===== src/rtl/dmac4_pkg.sv =====
// Package: port offsets of the control registers and the decoded per-channel
// mode. Assumes a 4-bit port offset space (channel ports below 0x08).
package dmac4_pkg;

    localparam logic [3:0] OFS_CMD    = 4'h8;  // command write / status read
    localparam logic [3:0] OFS_REQ    = 4'h9;  // software request
    localparam logic [3:0] OFS_MASK1  = 4'hA;  // one-channel mask
    localparam logic [3:0] OFS_MODE   = 4'hB;  // mode byte
    localparam logic [3:0] OFS_CLRPTR = 4'hC;  // byte pointer to low
    localparam logic [3:0] OFS_MCLR   = 4'hD;  // master clear
    localparam logic [3:0] OFS_UNMASK = 4'hE;  // clear every mask
    localparam logic [3:0] OFS_MASKN  = 4'hF;  // load every mask

    typedef struct packed {
        logic autoinit;
        logic decr;
        logic casc;
    } chan_mode_t;

    // Decode the upper mode-byte fields that steer the counters.
    function automatic chan_mode_t mode_decode(input logic [7:0] b);
        chan_mode_t m;
        m.autoinit = b[4];
        m.decr     = b[5];
        m.casc     = (b[7:6] == 2'b11);
        return m;
    endfunction

endpackage


===== src/rtl/dmac4_chan.sv =====
// Module: one DMA channel. It holds the base/current address and count, the
// page byte and the mode, and performs a step when step_ok is high.
// Assumes the register width is exactly two bytes and that the bus write wins
// over a step that arrives in the same cycle.
module dmac4_chan
    import dmac4_pkg::*;
#(
    parameter int AW = 16,
    parameter int DW = 8,
    parameter int PW = 8
) (
    input  logic          clk,
    input  logic          rst_n,
    input  logic          wr_addr,
    input  logic          wr_cnt,
    input  logic          mode_wr,
    input  logic          page_wr,
    input  logic          hi,
    input  logic [DW-1:0] wdata,
    input  logic          step_ok,
    output logic [AW-1:0] cur_addr,
    output logic [AW-1:0] cur_cnt,
    output logic [PW-1:0] page,
    output logic          autoinit,
    output logic          cascade,
    output logic          tc_evt
);
    localparam int HB = AW - DW;

    logic [AW-1:0] base_addr, base_cnt;
    chan_mode_t    mode_q;

    assign tc_evt   = step_ok && (cur_cnt == '0);
    assign autoinit = mode_q.autoinit;
    assign cascade  = mode_q.casc;

    // Address registers: byte loads from the bus, or step/reload.
    always_ff @(posedge clk) begin
        if (!rst_n) begin
            base_addr <= '0;
            cur_addr  <= '0;
        end else if (wr_addr) begin
            if (hi) begin
                base_addr[AW-1:DW] <= wdata[HB-1:0];
                cur_addr[AW-1:DW]  <= wdata[HB-1:0];
            end else begin
                base_addr[DW-1:0] <= wdata;
                cur_addr[DW-1:0]  <= wdata;
            end
        end else if (step_ok) begin
            if (tc_evt && mode_q.autoinit) cur_addr <= base_addr;
            else if (mode_q.decr)          cur_addr <= cur_addr - 1'b1;
            else                           cur_addr <= cur_addr + 1'b1;
        end
    end

    // Count registers: byte loads from the bus, or decrement/reload.
    always_ff @(posedge clk) begin
        if (!rst_n) begin
            base_cnt <= '0;
            cur_cnt  <= '0;
        end else if (wr_cnt) begin
            if (hi) begin
                base_cnt[AW-1:DW] <= wdata[HB-1:0];
                cur_cnt[AW-1:DW]  <= wdata[HB-1:0];
            end else begin
                base_cnt[DW-1:0] <= wdata;
                cur_cnt[DW-1:0]  <= wdata;
            end
        end else if (step_ok) begin
            if (tc_evt && mode_q.autoinit) cur_cnt <= base_cnt;
            else                           cur_cnt <= cur_cnt - 1'b1;
        end
    end

    // Mode and page registers.
    always_ff @(posedge clk) begin
        if (!rst_n) begin
            mode_q <= '0;
            page   <= '0;
        end else begin
            if (mode_wr) mode_q <= mode_decode(wdata);
            if (page_wr) page   <= wdata[PW-1:0];
        end
    end

endmodule


===== src/rtl/dmac4_regif.sv =====
// Module: control side of the core. It decodes the bus, keeps the shared byte
// pointer, the masks, the command disable bit, the terminal-count flags and the
// software requests, and muxes read data. Assumes bus_wr and bus_rd are never
// high together.
module dmac4_regif
    import dmac4_pkg::*;
#(
    parameter int NCH = 4,
    parameter int AW  = 16,
    parameter int DW  = 8
) (
    input  logic              clk,
    input  logic              rst_n,
    input  logic [3:0]        bus_addr,
    input  logic              bus_wr,
    input  logic              bus_rd,
    input  logic [3:0]        ctl_wd,
    input  logic [NCH-1:0]    dreq,
    input  logic [NCH-1:0]    tc_evt,
    input  logic [NCH-1:0]    autoinit,
    input  logic [NCH*AW-1:0] addr_flat,
    input  logic [NCH*AW-1:0] cnt_flat,
    output logic              hi,
    output logic [NCH-1:0]    wr_addr,
    output logic [NCH-1:0]    wr_cnt,
    output logic [NCH-1:0]    mode_wr,
    output logic [NCH-1:0]    mask_q,
    output logic [NCH-1:0]    tc_q,
    output logic              ctrl_off,
    output logic [DW-1:0]     rdata
);
    localparam int CHW = $clog2(NCH);

    logic           port_hit;
    logic [CHW-1:0] port_ch;
    logic [CHW-1:0] wd_ch;
    logic           mclr;
    logic [NCH-1:0] soft_q, mask_nx, soft_nx, tc_nx;
    logic [AW-1:0]  word;

    assign port_hit = !bus_addr[3];
    assign port_ch  = bus_addr[CHW:1];
    assign wd_ch    = ctl_wd[CHW-1:0];
    assign mclr     = bus_wr && (bus_addr == OFS_MCLR);

    // Per-channel write strobes for the data ports and the mode register.
    always_comb begin
        for (int i = 0; i < NCH; i++) begin
            wr_addr[i] = bus_wr && port_hit && (port_ch == CHW'(i)) && !bus_addr[0];
            wr_cnt[i]  = bus_wr && port_hit && (port_ch == CHW'(i)) &&  bus_addr[0];
            mode_wr[i] = bus_wr && (bus_addr == OFS_MODE) && (wd_ch == CHW'(i));
        end
    end

    // Byte pointer: cleared by its own write or master clear, toggled on port access.
    always_ff @(posedge clk) begin
        if (!rst_n)                                                    hi <= 1'b0;
        else if (bus_wr && (bus_addr == OFS_CLRPTR || bus_addr == OFS_MCLR)) hi <= 1'b0;
        else if ((bus_wr || bus_rd) && port_hit)                       hi <= ~hi;
    end

    // Next masks, software requests and flags from bus writes and terminal counts.
    always_comb begin
        mask_nx = mask_q;
        soft_nx = soft_q;
        tc_nx   = (bus_rd && bus_addr == OFS_CMD) ? '0 : tc_q;
        if (bus_wr) begin
            case (bus_addr)
                OFS_MASK1:  mask_nx[wd_ch] = ctl_wd[2];
                OFS_UNMASK: mask_nx = '0;
                OFS_MASKN:  mask_nx = ctl_wd[NCH-1:0];
                OFS_REQ:    soft_nx[wd_ch] = ctl_wd[2];
                OFS_MCLR: begin
                    mask_nx = '1;
                    soft_nx = '0;
                    tc_nx   = '0;
                end
                default: ;
            endcase
        end
        mask_nx = mask_nx | (tc_evt & ~autoinit);
        soft_nx = soft_nx & ~tc_evt;
        tc_nx   = tc_nx | tc_evt;
    end

    // Control state registers.
    always_ff @(posedge clk) begin
        if (!rst_n) begin
            mask_q   <= '1;
            soft_q   <= '0;
            tc_q     <= '0;
            ctrl_off <= 1'b0;
        end else begin
            mask_q <= mask_nx;
            soft_q <= soft_nx;
            tc_q   <= tc_nx;
            if (mclr)                                 ctrl_off <= 1'b0;
            else if (bus_wr && bus_addr == OFS_CMD)   ctrl_off <= ctl_wd[2];
        end
    end

    // Read data: selected channel byte, status, or zero.
    always_comb begin
        word = bus_addr[0] ? cnt_flat[port_ch*AW +: AW] : addr_flat[port_ch*AW +: AW];
        rdata = '0;
        if (bus_rd) begin
            if (port_hit)                   rdata = hi ? word[AW-1:DW] : word[DW-1:0];
            else if (bus_addr == OFS_CMD)   rdata = {dreq | soft_q, tc_q};
        end
    end

endmodule


===== src/rtl/dmac4_core.sv =====
// Module: top of the four-channel DMA address/count core. It ties the control
// block to one counter slice per channel and forms the gated step enables and
// the {page, address} outputs. Assumes four channels, 16-bit registers and a
// byte bus.
module dmac4_core #(
    parameter int NCH = 4,
    parameter int AW  = 16,
    parameter int PW  = 8,
    parameter int DW  = 8
) (
    input  logic                  clk,
    input  logic                  rst_n,
    input  logic [3:0]            bus_addr,
    input  logic                  bus_wr,
    input  logic                  bus_rd,
    input  logic [DW-1:0]         bus_wdata,
    output logic [DW-1:0]         bus_rdata,
    input  logic                  pg_wr,
    input  logic [$clog2(NCH)-1:0] pg_sel,
    input  logic [NCH-1:0]        dreq,
    input  logic [NCH-1:0]        step,
    output logic [NCH-1:0]        tc_pulse,
    output logic [NCH-1:0]        cascade,
    output logic [NCH-1:0]        chan_mask,
    output logic [NCH*(PW+AW)-1:0] eff_addr
);
    localparam int CHW = $clog2(NCH);
    localparam int EW  = PW + AW;

    logic              hi, ctrl_off;
    logic [NCH-1:0]    wr_addr, wr_cnt, mode_wr, mask_q, tc_q;
    logic [NCH-1:0]    tc_evt, auto_v, step_ok;
    logic [NCH*AW-1:0] addr_flat, cnt_flat;
    logic [NCH*PW-1:0] page_flat;

    dmac4_regif #(.NCH(NCH), .AW(AW), .DW(DW)) u_regif (
        .clk(clk), .rst_n(rst_n),
        .bus_addr(bus_addr), .bus_wr(bus_wr), .bus_rd(bus_rd),
        .ctl_wd(bus_wdata[3:0]), .dreq(dreq),
        .tc_evt(tc_evt), .autoinit(auto_v),
        .addr_flat(addr_flat), .cnt_flat(cnt_flat),
        .hi(hi), .wr_addr(wr_addr), .wr_cnt(wr_cnt), .mode_wr(mode_wr),
        .mask_q(mask_q), .tc_q(tc_q), .ctrl_off(ctrl_off), .rdata(bus_rdata)
    );

    for (genvar i = 0; i < NCH; i++) begin : g_ch
        // Step enable: channel open, not cascading, controller running.
        assign step_ok[i] = step[i] && !mask_q[i] && !cascade[i] && !ctrl_off;

        dmac4_chan #(.AW(AW), .DW(DW), .PW(PW)) u_chan (
            .clk(clk), .rst_n(rst_n),
            .wr_addr(wr_addr[i]), .wr_cnt(wr_cnt[i]), .mode_wr(mode_wr[i]),
            .page_wr(pg_wr && (pg_sel == CHW'(i))),
            .hi(hi), .wdata(bus_wdata), .step_ok(step_ok[i]),
            .cur_addr(addr_flat[i*AW +: AW]), .cur_cnt(cnt_flat[i*AW +: AW]),
            .page(page_flat[i*PW +: PW]),
            .autoinit(auto_v[i]), .cascade(cascade[i]), .tc_evt(tc_evt[i])
        );

        assign eff_addr[i*EW +: EW] = {page_flat[i*PW +: PW], addr_flat[i*AW +: AW]};
    end

    assign tc_pulse  = tc_evt;
    assign chan_mask = mask_q;

endmodule


===== config.mk =====
export PLATFORM = sky130hd
export DESIGN_NAME = dmac4_core
export DESIGN_NICKNAME = d
export VERILOG_FILES = /design/src/rtl/dmac4_pkg.sv /design/src/rtl/dmac4_chan.sv /design/src/rtl/dmac4_regif.sv /design/src/rtl/dmac4_core.sv
export SDC_FILE = /design/constraint.sdc
export NUM_CORES = 1
export LEC_CHECK = 0
export ABC_AREA = 1
export BUFFER_PORTS_ARGS = -buffer_cell sky130_fd_sc_hd__buf_2
export CORE_UTILIZATION = 45
export DETAILED_ROUTE_END_ITERATION = 12
export GPL_ROUTABILITY_DRIVEN = 0
export PLACE_DENSITY_LB_ADDON = 0.25
export SYNTH_ARGS = -nofsm -noshare
export SYNTH_HDL_FRONTEND = slang
export SYNTH_HIERARCHICAL = 1
export SYNTH_SLANG_ARGS = --single-unit

===== constraint.sdc =====
create_clock -name clk -period 2.65 [get_ports clk]
set_input_delay 0.265 -clock clk [delete_from_list [all_inputs] [get_ports clk]]
set_output_delay 0.265 -clock clk [all_outputs]
set_load 0.02 [all_outputs]

Yosys cells after proc, flatten, opt, wreduce, memory -nomap -nowiden. Index checks and enable logic that the tools add are counted.

Add/subtract/negate cells: 12. Multipliers: 0. Divide/modulo/power cells: 0. Magnitude comparators: 2. Eq/ne operators: 34. Shift-type cells: 2. Multiplexer cells: 46. Bitwise gates (word level): 9. Reduce and logical (&&, ||, !) cells: 110.

Operator list (number): $mux 16 (29); $shiftx 64x7->16 (2); $sub 16x1->16 const B (8); $add 16x1->16 const B (4); $logic_not 16->1 (4); $reduce_and 2->1 (32); $logic_and 1x1->1 (48); $mux 8 (6); $eq 4x4->1 const B (8); $ne 2x2->1 const B (16); $mux 4 (5); $pmux 4 s4 (1); $reduce_bool 2->1 (8); $eq 2x2->1 const B (7); $or 4x4->4 (3); $logic_not 1->1 (11); $and 4x4->4 (2); $bwmux 4 (2); $not 4->4 (2); $pmux 4 s2 (1); $eq 2x1->1 const B (3); $logic_not 2->1 (3); $reduce_or 2->1 (2); $lt 2x3->1 const B (1); 5 further kinds (7).

Register bits after elaboration: 314. Latch bits: 0. RAM bits: 0. ROM bits: 0. Input bits: 27. Output and inout bits: 116. Word-level logic and storage cells: 268. Memories: 0.

Longest topological paths before layout.
Word-level depth: 9. Mapped depth: 13. Gate-level depth less buffers: 11.

Modules after synthesis. Netlist, hierarchy kept.

Modules (own cells, without submodules): dmac4_chan at g_ch[0].u_chan ... (instances 2, cells an instance 681, area each 4565.6 um^2, sequential area each 1501.4 um^2); dmac4_chan at g_ch[2].u_chan ... (instances 2, cells an instance 684, area each 4550.6 um^2, sequential area each 1501.4 um^2); dmac4_regif (instances 1, cells an instance 514, area each 2397.3 um^2, sequential area each 280.3 um^2); dmac4_core (instances 1, cells an instance 29, area each 108.9 um^2, sequential area each 0.0 um^2).

Worst setup path before layout. No wires, ideal clock.

Path type: input to register. Start point: in bus_addr[2]. End point: reg g_ch[3].u_chan.cur_addr[5]. Setup time: 122 ps. Arrival time: 2260 ps. Required time: 2528 ps. Setup slack: 267 ps. Stages on the path: 13. Path buffers: 4. Cell sequence: buf_2 inv_1 buf_2 buf_2 nor2_1 inv_1 nor3_1 inv_1 nor2_2 inv_1 clkbuf_1 o21ai_0 a21oi_1.

Cells in the longest elaborated chain, start to end: 5. Elaborated cells between the ends (all ways): 7. Classes of those cells: 2 x eq/ne; 1 x mux; 4 x reduce/logical.

Ends and longest elaborated chain: start, declared (line dmac4_core.sv:13) `input logic [3:0] bus_addr,`; $eq 2x2->1 (*) (line dmac4_regif.sv:49) `wr_addr[i] = bus_wr && port_hit && (port_ch == CHW'(i)) && !bus_addr[0];`; $logic_and 1x1->1 (*) (2 in a row) (line dmac4_regif.sv:49); net wr_addr[3] (line dmac4_core.sv:31) `logic [NCH-1:0] wr_addr, wr_cnt, mode_wr, mask_q, tc_q;`; $ne 2x2->1 (no source line) / $reduce_bool 2->1 (equally long branches); $reduce_and 2->1 (no source line); end signal, assigned (line dmac4_chan.sv:51) `if (tc_evt && mode_q.autoinit) cur_addr <= base_addr;`; end signal, assigned (line dmac4_chan.sv:52) `else if (mode_q.decr) cur_addr <= cur_addr - 1'b1;`; end signal, assigned (line dmac4_chan.sv:53) `else cur_addr <= cur_addr + 1'b1;`; end, declared (line dmac4_chan.sv:21) `output logic [AW-1:0] cur_addr,`.

Mark *: on every way through the listed nets, which the timed path passes. The rest lies on a longest branch. A chain may end at the register's enable or synchronous reset.

Worst setup path after layout.
Start point: reg u_regif.hi. End point: out bus_rdata[7].

Cells in the longest elaborated chain, start to end: 3.

Ends and longest elaborated chain: start, declared (line dmac4_regif.sv:23) `output logic hi,`; start signal, assigned (line dmac4_regif.sv:59) `else if ((bus_wr || bus_rd) && port_hit) hi <= ~hi;`; $mux 8 (2 in a row) (line dmac4_regif.sv:107) `if (port_hit) rdata = hi ? word[AW-1:DW] : word[DW-1:0];`; $mux 8 (line dmac4_regif.sv:106) `if (bus_rd) begin`; end, declared (line dmac4_core.sv:17) `output logic [DW-1:0] bus_rdata,`.

No other way between the ends.

==> reports/results.txt <==
first-pass GRT wire length: 108,000 um
post-CTS resize count: 0
register area share after synthesis: 30.3%
largest family of logic cells by synthesized area: simple AND/OR/NAND/NOR gates
drt drc: 0
Die Height: 217 um
Starting DRT DRC Count: 2,116
R2R Setup Slk: 0.34 ns
register bit count reported by yosys: 314
CP arrival: 2.31 ns
achievable frequency: 389 MHz
total global routing overflow: 0
# IOs: 143
Post-CTS Hold Buffers: 0
Fin. Hold Viols: 0
mux contribution to synthesized area: 0%
Area Growth Syn to Fin: 13.0%
outcome: finished clean
R2R depth: 10
Mapped Area: 20,700 um2
Synth top area share: 30.3%
WL per Instance: 16.9 um
leakage power total: 0.0115 uW
commonest non-fill, non-tap cell in the layout: nand2_1
post-synthesis average cell area: 6.34 um2
Critical Path Source Type: flip-flop
worst r2r src: g_ch[0].u_chan/mode_q[1]
met2 Usage GRT: 45.6%
FILL cells: 4,778
fin crit share: 97.0%
hpwl dp: 48,200 um
Crit Path Max Fanout: 26
RSZ-0062 raised after global routing: no
Post-CTS Setup Inserts: 0
DRT antenna net count: 0
ratio of cells with drive above 1 in the final layout: 13.5%
most frequent cells in the layout: nand2_1 (946), o21ai_0 (435), nor2_1 (329)
busiest grt layer: met2
crit path capture: bus_rdata[7]
worst hold margin: 0.144 ns
Crit Reg-Reg Endpoint: g_ch[0].u_chan/cur_addr[11]
starting density of the core: 45.7%
CTS root buffer: clkbuf_16
CP required: 2.38 ns
synth unique cells: 41
Synth Area in Compound Gates: 21.5%
CTS Buf Count: 36
Crit. End Element: output port
Slew Limit Fails: 0
Post-Place Cell Area: 22,200 um2
hold crit path type: input pin to flip-flop
Worst Tran Pin Value: 0.864 ns
antenna violations before repair: 4
design area: 23,400 um2
met1 GRT Util: 39.2%
endpoints failing setup: 0
DR vias/cell: 5.42
VDD IR max: 0.000339 V
gr usage total: 28.5%
dominant cell type by area after synthesis: dfxtp_1
Max clock buf depth: 3
WL final: 68,100 um
H-tree depth: 2
Synth Area in Simple Gates: 32.5%
clk slew on worst S/H paths: 0.06 ns
total vias in the final route: 21.8k
Setup crit start: u_regif/hi
ranking of synthesized cells by area: dfxtp_1 (30%), nand2_1 (17%), o21ai_0 (10%), nor2_1 (6.0%), inv_1 (5.4%)
Die W: 217 um
final core area utilization: 51.6%
Nets: 3,486
setup TNS after final layout: 0 ns
max cap viols: 0
xor/xnor share of the synthesized area: 2.11%
Clock Skews: 0.0250 ns
port bufs: 142
largest net degree at the start of global routing: 85
vias in the first global route: 19.9k
area share of fa/ha/maj cells after synthesis: 4.25%
core area: 45,400 um2
pwr dens: 537 nW/um2
syn nets: 3,368
CTS sink count: 314
met3 Use GR: 3.99%
Clock Latency Late Sink: 0.53 ns
drt pass-1 iters: 5
row count: 78
cells after synthesis: 3,273
die area: 46,900 um2
CTS tree: done
Min Clock Period, post-route: 2.57 ns
relative slew slack: 42.4%
CP Class: flip-flop to output port
warnings from Yosys: 6
-- metrics by stage --
stage | total power [uW] | std cells | worst slack [ns]
3_5_place_dp | 7500 | 3953 | 0.290
6_report | 12600 | 4017 | 0.0789
5_1_grt | 13100 | 4017 | 0.0275
3_3_place_gp | 7500 | 3953 | 0.364
2_1_floorplan | 6820 | 3273 | 0.267
4_1_cts | 12600 | 4016 | 0.0987
-- report_power, final --
| part | internal (uW) | switching [uW] | total [uW] |
|---|---|---|---|
| Sequential | 4880 | 216 | 5100 |
| Combinational | 846 | 1510 | 2350 |
| Clock | 3130 | 2010 | 5140 |
-- final cells by class --
class	count	area, um2	share of cell area, %
Multi-Input combinational cell	2499	12500	53.5
Clock inverter	6	133	0.566
Antenna cell	1	2.50	0.0107
Tap cell	600	751	3.20
Timing Repair Buffer	227	1480	6.32
Inverter	313	1170	5.01
Sequential cell	314	6290	26.8
Clock buffer	57	1060	4.53
-- worst min path at each step --
stage | to | slack [ns] | cells after the start | from
global placement | g_ch[0].u_chan/base_cnt[14] | 0.44 | 2 | g_ch[0].u_chan/base_cnt[14]
detailed placement | g_ch[0].u_chan/base_cnt[14] | 0.45 | 2 | g_ch[0].u_chan/base_cnt[14]
floorplan | u_regif/mask_q[2] | 0.37 | 1 | rst_n
CTS | u_regif/mask_q[3] | 0.12 | 2 | rst_n
global route | u_regif/mask_q[2] | 0.15 | 2 | rst_n
finish | g_ch[1].u_chan/cur_addr[4] | 0.14 | 3 | rst_n
-- worst max-delay path: stages (launching register included) --
cell,delay [ns]
dfxtp_1,0.31
buf_4,0.42
clkinv_1,0.42
nand2_1,0.18
nand3_1,0.17
nand2_1,0.11
buf_2,0.17
-- synthesized netlist by cell type, drive strengths merged --
| cell | instances |
|---|---|
| nand2 | 971 |
| o21ai | 449 |
| nor2 | 354 |
| dfxtp | 314 |
| inv | 311 |
| a21oi | 243 |
| nand3 | 199 |
| buf | 80 |
| o211ai | 70 |
| clkbuf | 67 |
| ha | 64 |
| nor3 | 27 |
| xnor2 | 26 |
| xor2 | 24 |
| nand4 | 19 |
| or2 | 14 |
| nand3b | 10 |
| and3 | 8 |
| a22oi | 4 |
| fa | 4 |
| nor4 | 4 |
| o22ai | 4 |
| and2 | 2 |
| clkinv | 2 |
| o2111ai | 2 |
| a221oi | 1 |
-- logic make-up (layout without fill, tap and decap cells) --
family,after synthesis,in the layout
xor gates and xnor gates,50,50
buffers and inverters,460,603
other,0,1
AOI/OAI and AO/OA,773,773
and+or+nand+nor,1608,1608
adders and majority gates,68,68
DFF,314,314
-- state kept, by name, summed over array words and instances (netlist names) --
name / flops
u_regif/tc_q: 4
u_regif/ctrl_off: 1
u_regif/hi: 1
g_ch.u_chan/base_addr: 64
g_ch.u_chan/mode_q: 4
g_ch.u_chan/cascade: 4
g_ch.u_chan/cur_cnt: 64
u_regif/soft_q: 4
g_ch.u_chan/page: 32
g_ch.u_chan/autoinit: 4
g_ch.u_chan/cur_addr: 64
u_regif/mask_q: 4
g_ch.u_chan/base_cnt: 64
-- layer usage --
layer,vias up,wire length [um]
met4,6,2120
met2,769,30000
met3,127,4890
met1,9936,31000
met5,-,35
li1,10900,-
Note: power is estimated with default switching activity, not from simulation.
